File: config.mk
export PLATFORM = sky130hd
export DESIGN_NAME = rsct_timer
export DESIGN_NICKNAME = d
export VERILOG_FILES = /design/src/rtl/rsct_pkg.sv /design/src/rtl/rsct_seq.sv /design/src/rtl/rsct_period.sv /design/src/rtl/rsct_ontime.sv /design/src/rtl/rsct_windows.sv /design/src/rtl/rsct_timer.sv
export SDC_FILE = /design/constraint.sdc
export NUM_CORES = 1
export LEC_CHECK = 0
export CAP_MARGIN = 20
export CORE_AREA = 2 2 79 81
export CTS_CLUSTER_DIAMETER = 200
export DETAILED_ROUTE_END_ITERATION = 12
export DIE_AREA = 0 0 81 83
export GPL_TIMING_DRIVEN = 0
export PLACE_DENSITY = 0.87
export SYNTH_ARGS = -nofsm -noshare
export SYNTH_HDL_FRONTEND = slang
export SYNTH_SLANG_ARGS = --single-unit
File: constraint.sdc
create_clock -name clk -period 4.1 [get_ports clk]
set_clock_uncertainty 0.05 [all_clocks]
set_input_delay 0.615 -clock clk [delete_from_list [all_inputs] [get_ports clk]]
set_output_delay 0.615 -clock clk [all_outputs]
set_load 0.01 [all_outputs]
File: src/rtl/rsct_pkg.sv
package rsct_pkg;
   typedef enum logic [2:0] {
      PH_PRE  = 3'd0,
      PH_ON   = 3'd1,
      PH_WAIT = 3'd2,
      PH_MEAS = 3'd3,
      PH_XOFF = 3'd4
   } rsct_phase_e;

   function automatic int unsigned max_u(input int unsigned a, input int unsigned b);
      return (a > b) ? a : b;
   endfunction
endpackage

File: src/rtl/rsct_seq.sv
module rsct_seq
   import rsct_pkg::*;
#(
   parameter int unsigned RES_MAX    = 280,
   parameter int unsigned BLANK_CLKS = 4,
   parameter int unsigned CW         = 9,
   parameter int unsigned XOFF_W     = 10
) (
   input  logic              clk,
   input  logic              rst_n,
   input  logic              col_rise,
   input  logic              col_fall,
   input  logic              ocp_hit,
   input  logic [CW-1:0]     ton_len,
   input  logic [XOFF_W-1:0] off_ext,
   output rsct_phase_e       phase,
   output logic [CW-1:0]     on_cnt,
   output logic              trip_ok,
   output logic              meas_done,
   output logic [CW-1:0]     meas_len
);
   localparam int unsigned KW = max_u(CW, XOFF_W);

   logic [KW-1:0]     cnt;
   logic [XOFF_W-1:0] xoff_q;
   logic              on_last;

   assign on_cnt = cnt[CW-1:0];

   always_comb begin
      trip_ok   = (phase == PH_ON) && ocp_hit && (cnt >= KW'(BLANK_CLKS));
      on_last   = (phase == PH_ON) && (cnt == KW'(ton_len) - KW'(1));
      meas_done = ((phase == PH_WAIT) && !col_rise && (cnt == KW'(RES_MAX))) ||
                  ((phase == PH_MEAS) && (col_fall || (cnt == KW'(RES_MAX))));
      meas_len  = ((phase == PH_MEAS) && col_fall) ? cnt[CW-1:0] : CW'(RES_MAX);
   end

   always_ff @(posedge clk or negedge rst_n) begin
      if (!rst_n) begin
         phase  <= PH_XOFF;
         cnt    <= '0;
         xoff_q <= '0;
      end else begin
         unique case (phase)
            PH_PRE: begin
               phase <= PH_ON;
               cnt   <= '0;
            end
            PH_ON: begin
               if (trip_ok || on_last) begin
                  phase <= PH_WAIT;
                  cnt   <= KW'(1);
               end else begin
                  cnt <= cnt + KW'(1);
               end
            end
            PH_WAIT, PH_MEAS: begin
               if ((phase == PH_WAIT) && col_rise) begin
                  phase <= PH_MEAS;
                  cnt   <= KW'(1);
               end else if (meas_done) begin
                  xoff_q <= off_ext;
                  cnt    <= KW'(1);
                  phase  <= (off_ext == '0) ? PH_PRE : PH_XOFF;
               end else begin
                  cnt <= cnt + KW'(1);
               end
            end
            PH_XOFF: begin
               if (cnt >= KW'(xoff_q)) begin
                  phase <= PH_PRE;
               end else begin
                  cnt <= cnt + KW'(1);
               end
            end
            default: phase <= PH_XOFF;
         endcase
      end
   end
endmodule

File: src/rtl/rsct_period.sv
module rsct_period #(
   parameter int unsigned RES_MIN = 35,
   parameter int unsigned RES_MAX = 280,
   parameter int unsigned CW      = 9
) (
   input  logic          clk,
   input  logic          rst_n,
   input  logic          meas_done,
   input  logic [CW-1:0] meas_len,
   output logic [CW-1:0] res_q
);
   logic [CW-1:0] bounded;

   always_comb begin
      if (meas_len < CW'(RES_MIN))      bounded = CW'(RES_MIN);
      else if (meas_len > CW'(RES_MAX)) bounded = CW'(RES_MAX);
      else                              bounded = meas_len;
   end

   always_ff @(posedge clk or negedge rst_n) begin
      if (!rst_n)         res_q <= CW'(RES_MIN);
      else if (meas_done) res_q <= bounded;
   end
endmodule

File: src/rtl/rsct_ontime.sv
module rsct_ontime #(
   parameter int unsigned BLANK_CLKS = 4,
   parameter int unsigned CW         = 9
) (
   input  logic          clk,
   input  logic          rst_n,
   input  logic          load,
   input  logic [CW-1:0] res,
   input  logic [CW-1:0] trim,
   output logic [CW-1:0] ton_len
);
   localparam int unsigned SW = CW + 2;

   logic [SW-1:0] scaled;
   logic [SW-1:0] reduced;
   logic [CW-1:0] target;

   always_comb begin
      scaled  = ({2'b00, res} * SW'(3)) >> 2;
      reduced = (scaled > {2'b00, trim}) ? (scaled - {2'b00, trim}) : '0;
      target  = (reduced < SW'(BLANK_CLKS)) ? CW'(BLANK_CLKS) : reduced[CW-1:0];
   end

   always_ff @(posedge clk or negedge rst_n) begin
      if (!rst_n)    ton_len <= CW'(BLANK_CLKS);
      else if (load) ton_len <= target;
   end
endmodule

File: src/rtl/rsct_windows.sv
module rsct_windows
   import rsct_pkg::*;
#(
   parameter int unsigned CW         = 9,
   parameter int unsigned FON_CLKS   = 8,
   parameter int unsigned BLANK_CLKS = 4,
   parameter int unsigned CLAMP_NRM  = 4,
   parameter int unsigned CLAMP_SB   = 3,
   parameter int unsigned LL_AT      = 19,
   parameter int unsigned FB_END     = 26
) (
   input  rsct_phase_e   phase,
   input  logic [CW-1:0] on_cnt,
   input  logic          standby,
   input  logic          trip_ok,
   output logic          sw_on,
   output logic          fon_drv,
   output logic          prop_drv,
   output logic          clamp_en,
   output logic          ocp_blank,
   output logic          light_smp,
   output logic          fold_hit
);
   logic          is_on;
   logic [CW-1:0] clamp_len;

   always_comb begin
      is_on     = (phase == PH_ON);
      clamp_len = standby ? CW'(CLAMP_SB) : CW'(CLAMP_NRM);
      sw_on     = is_on;
      clamp_en  = (phase == PH_PRE) || (is_on && (on_cnt < clamp_len));
      ocp_blank = is_on && (on_cnt < CW'(BLANK_CLKS));
      light_smp = is_on && (on_cnt == CW'(LL_AT));
      fold_hit  = trip_ok && (on_cnt < CW'(FB_END));
   end

   generate
      if (FON_CLKS == 0) begin : g_no_fon
         assign fon_drv  = 1'b0;
         assign prop_drv = is_on;
      end else begin : g_fon
         assign fon_drv  = is_on && (on_cnt < CW'(FON_CLKS));
         assign prop_drv = is_on && (on_cnt >= CW'(FON_CLKS));
      end
   endgenerate
endmodule

File: src/rtl/rsct_timer.sv
module rsct_timer
   import rsct_pkg::*;
#(
   parameter int unsigned RES_MIN    = 35,
   parameter int unsigned RES_MAX    = 280,
   parameter int unsigned BLANK_CLKS = 4,
   parameter int unsigned FON_CLKS   = 8,
   parameter int unsigned CLAMP_NRM  = 4,
   parameter int unsigned CLAMP_SB   = 3,
   parameter int unsigned LL_AT      = 19,
   parameter int unsigned FB_END     = 26,
   parameter int unsigned XOFF_W     = 10,
   localparam int unsigned CW        = $clog2(RES_MAX + 1)
) (
   input  logic              clk,
   input  logic              rst_n,
   input  logic              col_rise,
   input  logic              col_fall,
   input  logic              ocp_hit,
   input  logic              standby,
   input  logic [CW-1:0]     on_trim,
   input  logic [XOFF_W-1:0] off_ext,
   output logic              sw_on,
   output logic              fon_drv,
   output logic              prop_drv,
   output logic              clamp_en,
   output logic              ocp_blank,
   output logic              light_smp,
   output logic              fold_hit
);
   if (RES_MIN < 1 || RES_MIN >= RES_MAX) begin : g_bad_range
      $error("rsct_timer: RES_MIN must be at least 1 and below RES_MAX");
   end
   if (BLANK_CLKS < 1 || BLANK_CLKS > (3 * RES_MIN) / 4) begin : g_bad_blank
      $error("rsct_timer: BLANK_CLKS must fit inside the shortest on-time");
   end
   if (FB_END > RES_MAX || LL_AT > RES_MAX) begin : g_bad_strobe
      $error("rsct_timer: strobe offsets exceed the counter range");
   end
   if (XOFF_W < 1) begin : g_bad_xoff
      $error("rsct_timer: XOFF_W must be positive");
   end

   rsct_phase_e   phase;
   logic [CW-1:0] on_cnt;
   logic          trip_ok;
   logic          meas_done;
   logic [CW-1:0] meas_len;
   logic [CW-1:0] res_q;
   logic [CW-1:0] ton_len;

   rsct_seq #(
      .RES_MAX(RES_MAX), .BLANK_CLKS(BLANK_CLKS), .CW(CW), .XOFF_W(XOFF_W)
   ) u_seq (
      .clk(clk), .rst_n(rst_n), .col_rise(col_rise), .col_fall(col_fall),
      .ocp_hit(ocp_hit), .ton_len(ton_len), .off_ext(off_ext),
      .phase(phase), .on_cnt(on_cnt), .trip_ok(trip_ok),
      .meas_done(meas_done), .meas_len(meas_len)
   );

   rsct_period #(
      .RES_MIN(RES_MIN), .RES_MAX(RES_MAX), .CW(CW)
   ) u_period (
      .clk(clk), .rst_n(rst_n), .meas_done(meas_done),
      .meas_len(meas_len), .res_q(res_q)
   );

   rsct_ontime #(
      .BLANK_CLKS(BLANK_CLKS), .CW(CW)
   ) u_ontime (
      .clk(clk), .rst_n(rst_n), .load(phase == PH_PRE),
      .res(res_q), .trim(on_trim), .ton_len(ton_len)
   );

   rsct_windows #(
      .CW(CW), .FON_CLKS(FON_CLKS), .BLANK_CLKS(BLANK_CLKS),
      .CLAMP_NRM(CLAMP_NRM), .CLAMP_SB(CLAMP_SB),
      .LL_AT(LL_AT), .FB_END(FB_END)
   ) u_win (
      .phase(phase), .on_cnt(on_cnt), .standby(standby), .trip_ok(trip_ok),
      .sw_on(sw_on), .fon_drv(fon_drv), .prop_drv(prop_drv),
      .clamp_en(clamp_en), .ocp_blank(ocp_blank),
      .light_smp(light_smp), .fold_hit(fold_hit)
   );
endmodule

==> flow_summary_export.csv <==
group,metric,value,unit
status,status,"complete, no violations",
cells_and_area,layout.cells.non_filler,506,
clock_network,root_buffer,"clkbuf_8",
setup_path,cp-end-kind,"flip-flop",
grt,antenna_found_initial,0,
sta,finalCriticalPeriod,3720,ps
place,placed_cells,498,
worst_hold_path,min_path_type,"input pin to asynchronous set/reset pin",
routing,first_pass_iters,5,
cells_and_area,nFillCells,488,
clock_network,htree_levels,2,
routing,drt_iter0_markers,296,
run,cap_violations,0,
grt,grt_pass1_vias,2918,
setup_path,critPathLaunchType,"flip-flop",
place,port_buffers,31,
clock_network,cts_buffers,5,
sta,setup_violations,0,
sta,fmax,269,MHz
sta,rsz0062_at_grt,"false",
synthesis,ys_top_cells_by_area,"dfrtp_1 (27%), ha_1 (12%), inv_1 (4.7%)",
floorplan,die_w,81,um
synthesis,synthMuxAreaShare,0,
setup_path,slowest_delay,560,ps
synthesis,synth_fp_nets,451,
routing,routed_wl,8170,um
synthesis,syn_avg_cell_area,8.41,um^2
floorplan,die_area,6720,um^2
grt,grt_start_max_net_pins,42,
sta,fin_crit_sh,0.906,
floorplan,ioPinCount,32,
floorplan,coreArea,5820,um^2
setup_path,worst_path_max_delay_cell,"dfstp_2",
synthesis,synth-seq-cells,41,
setup_path,arrival,3840,ps
cells_and_area,area_growth,15.2,%
setup_path,cp_num_buf_inv,2,
synthesis,yosysTopAreaCellShare,0.273,
setup_path,required,4220,ps
grt,grt_usage,0.258,
setup_path,cp_max_fo,5,
synthesis,seq_area_frac_synth,0.313,
clock_network,clock_path_buffers,2,
sta,worst_pin_slew,905,ps
synthesis,synth_compound_area_frac,0.216,
routing,antenna_left,0,
floorplan,start_util,0.567,
clock_network,cts_tree,"built",
floorplan,fp-row-count,28,
place,finalWeightedCongestion,0.933,
clock_network,clock_latency,310,ps
place,dp_hpwl,6170,um
cells_and_area,fin_nets,489,
sta,slew_viol_final,0,
routing,drc,0,
cells_and_area,layout-drive-gt1-share,0.0650,
cells_and_area,num_antenna_cells,0,
setup_path,critical_path.top_delay_family,"compound AO/OA/AOI/OAI gates",
routing,viasPerCell,6.07,
setup_path,cp_cell_sequence,"inv_1, fa_1, inv_1, a21oi_1, o21bai_1, a21oi_1, o21bai_1, xor2_1, ha_1, a21o_1, a21o_1, o21a_1, nor3_1, nor2_1, o31ai_2, o22ai_1",
power_and_ir_drop,powerDensity,779,nW/um^2
grt,grt_pass1_wl,13600,um
synthesis,ys_warn_count,0,
power_and_ir_drop,peakVddDrop,0.396,mV
synthesis,synth_edf_count,0,
sta,hold_viol_final,0,
synthesis,synth_cell_types,63,
synthesis,synthCells,392,
clock_network,postCtsSetupRepairBufs,0,
grt,grt_overflow,0,
synthesis,synth_top_family_by_area,"compound AO/OA/AOI/OAI gates",
sta,relSlewSlack,0.397,
synthesis,yosys.area_share.xor_xnor,0.0558,
setup_path,crit_type,"flip-flop to flip-flop",
synthesis,syn-cell-area,3300,um^2
routing,wire_per_inst,16.1,um
floorplan,fp.dieH,83,um
clock_network,clk_pin_slew,90,ps
routing,num_vias,3069,
synthesis,yosys.area_share.simple,0.213,
clock_network,cts.sinks,41,
synthesis,yosysTopAreaCell,"dfrtp_1",
power_and_ir_drop,p_leak,1.71,nW
synthesis,async_flop_share,1.00,
sta,tns,0,ps
synthesis,synth_fa_ha_area_frac,0.134,
synthesis,synthFlopType,"dfrtp_1",
[metal layers]
layer | vias up | global-route usage | share of wire
met5 | - | 0 | 0
met4 | 0 | 0.0847 | 0.022
met1 | 1441 | 0.360 | 0.44
li1 | 1476 | - | -
met2 | 129 | 0.403 | 0.47
met3 | 23 | 0.0446 | 0.063
[logic make-up after synthesis]
| logic type | Yosys count |
|---|---|
| simple gates | 134 |
| flops | 41 |
| compound gates | 107 |
| xor+xnor | 21 |
| buf+inv | 55 |
| fa+ha+maj | 34 |
[flip-flops by register name (all words and copies together), names as in the netlist]
signal / cells
u_seq.phase: 3
u_seq.cnt: 10
u_ontime.ton_len: 9
u_seq.xoff_q: 10
u_period.res_q: 9
[cell type report]
cell class / instances / area [um^2] / share of cell area
timing repair buffer: 31 / 305 / 0.0804
clock inverter: 2 / 13.8 / 0.00363
multi-input combinational: 296 / 2040 / 0.539
tap: 75 / 93.8 / 0.0247
sequential: 41 / 1030 / 0.272
clock buffer: 6 / 82.6 / 0.0218
inverter: 41 / 154 / 0.0405
buffer: 14 / 70.1 / 0.0185
[cell usage after synthesis (7+ instances only)]
cell type / count
inv_1: 41
nor4_1: 8
a21oi_1: 24
o21ai_0: 28
o21bai_1: 7
nand2_1: 41
nor2_1: 20
xnor2_1: 12
dfrtp_1: 36
ha_1: 32
clkbuf_1: 9
xor2_1: 9
nor3_1: 11
nand3_1: 12
nand4_1: 8
nor2b_1: 7
[path summary, 6_finish.rpt]
kind / start / end / slack [ps] / cells past startpoint
worst min register to register: u_seq.xoff_q[0]$_DFFE_PN0P_ / u_seq.xoff_q[0]$_DFFE_PN0P_ / 450 / 2
worst max register to register: u_period.res_q[1]$_DFFE_PN1P_ / u_ontime.ton_len[1]$_DFFE_PN0P_ / 380 / 16
worst max-delay path: u_period.res_q[1]$_DFFE_PN1P_ / u_ontime.ton_len[1]$_DFFE_PN0P_ / 380 / 16
max in group asynchronous: rst_n / u_period.res_q[2]$_DFFE_PN0P_ / 3040 / 1
worst min-delay path: rst_n / u_seq.cnt[8]$_DFFE_PN0P_ / 380 / 1
min in group clk: u_seq.xoff_q[0]$_DFFE_PN0P_ / u_seq.xoff_q[0]$_DFFE_PN0P_ / 450 / 2
[where the power goes]
group	internal, W	switching (W)	leakage (nW)
Combinational	0.000837	0.00116	1.16
Sequential	0.000537	0.000135	0.498
Clock	0.000137	0.000150	0.0512
[per-stage QoR]
stage / total power [W] / setup WS (ps) / instance area, um^2 / hold slack [ps] / utilization
5_1_grt: 0.00321 / 100 / 3800 / 467 / 0.653
3_3_place_gp: 0.00253 / 424 / 3700 / 420 / 0.636
2_1_floorplan: 0.00212 / 739 / 3300 / 269 / -
3_5_place_dp: 0.00262 / 352 / 3690 / 429 / 0.635
6_report: 0.00296 / 385 / 3800 / 377 / 0.653
4_1_cts: 0.00291 / 313 / 3790 / 426 / 0.652
[layout by cell type (no fill, tap or decap), types with 8 or more instances in the layout]
master / Yosys / final
inv_1: 41 / 41
nand2_1: 41 / 41
dfrtp_1: 36 / 36
ha_1: 32 / 32
clkdlybuf4s50_1: 0 / 30
o21ai_0: 28 / 28
a21oi_1: 24 / 24
nor2_1: 20 / 20
xnor2_1: 12 / 12
nand3_1: 12 / 12
nor3_1: 11 / 11
xor2_1: 9 / 9
clkbuf_1: 9 / 9
nand4_1: 8 / 8
nor4_1: 8 / 8
[worst reg2reg max path: stages, from the launching register on]
cell and delay [ps]:
dfstp_2 560, inv_1 80, fa_1 450, inv_1 70, a21oi_1 60, o21bai_1 220, a21oi_1 100, o21bai_1 190
xor2_1 210, ha_1 320, a21o_1 200, a21o_1 180, o21a_1 190, nor3_1 140, nor2_1 90, o31ai_2 340
o22ai_1 140
[what timing repair did]
| action | CTS | global route |
|---|---|---|
| hold buffers | 0 | 0 |
| setup endpoints to repair | 0 | 3 |
| gates resized for setup | 0 | 1 |
| endpoints found under the hold margin | 0 | 0 |
No activity file was read; power rests on OpenSTA's default activity.
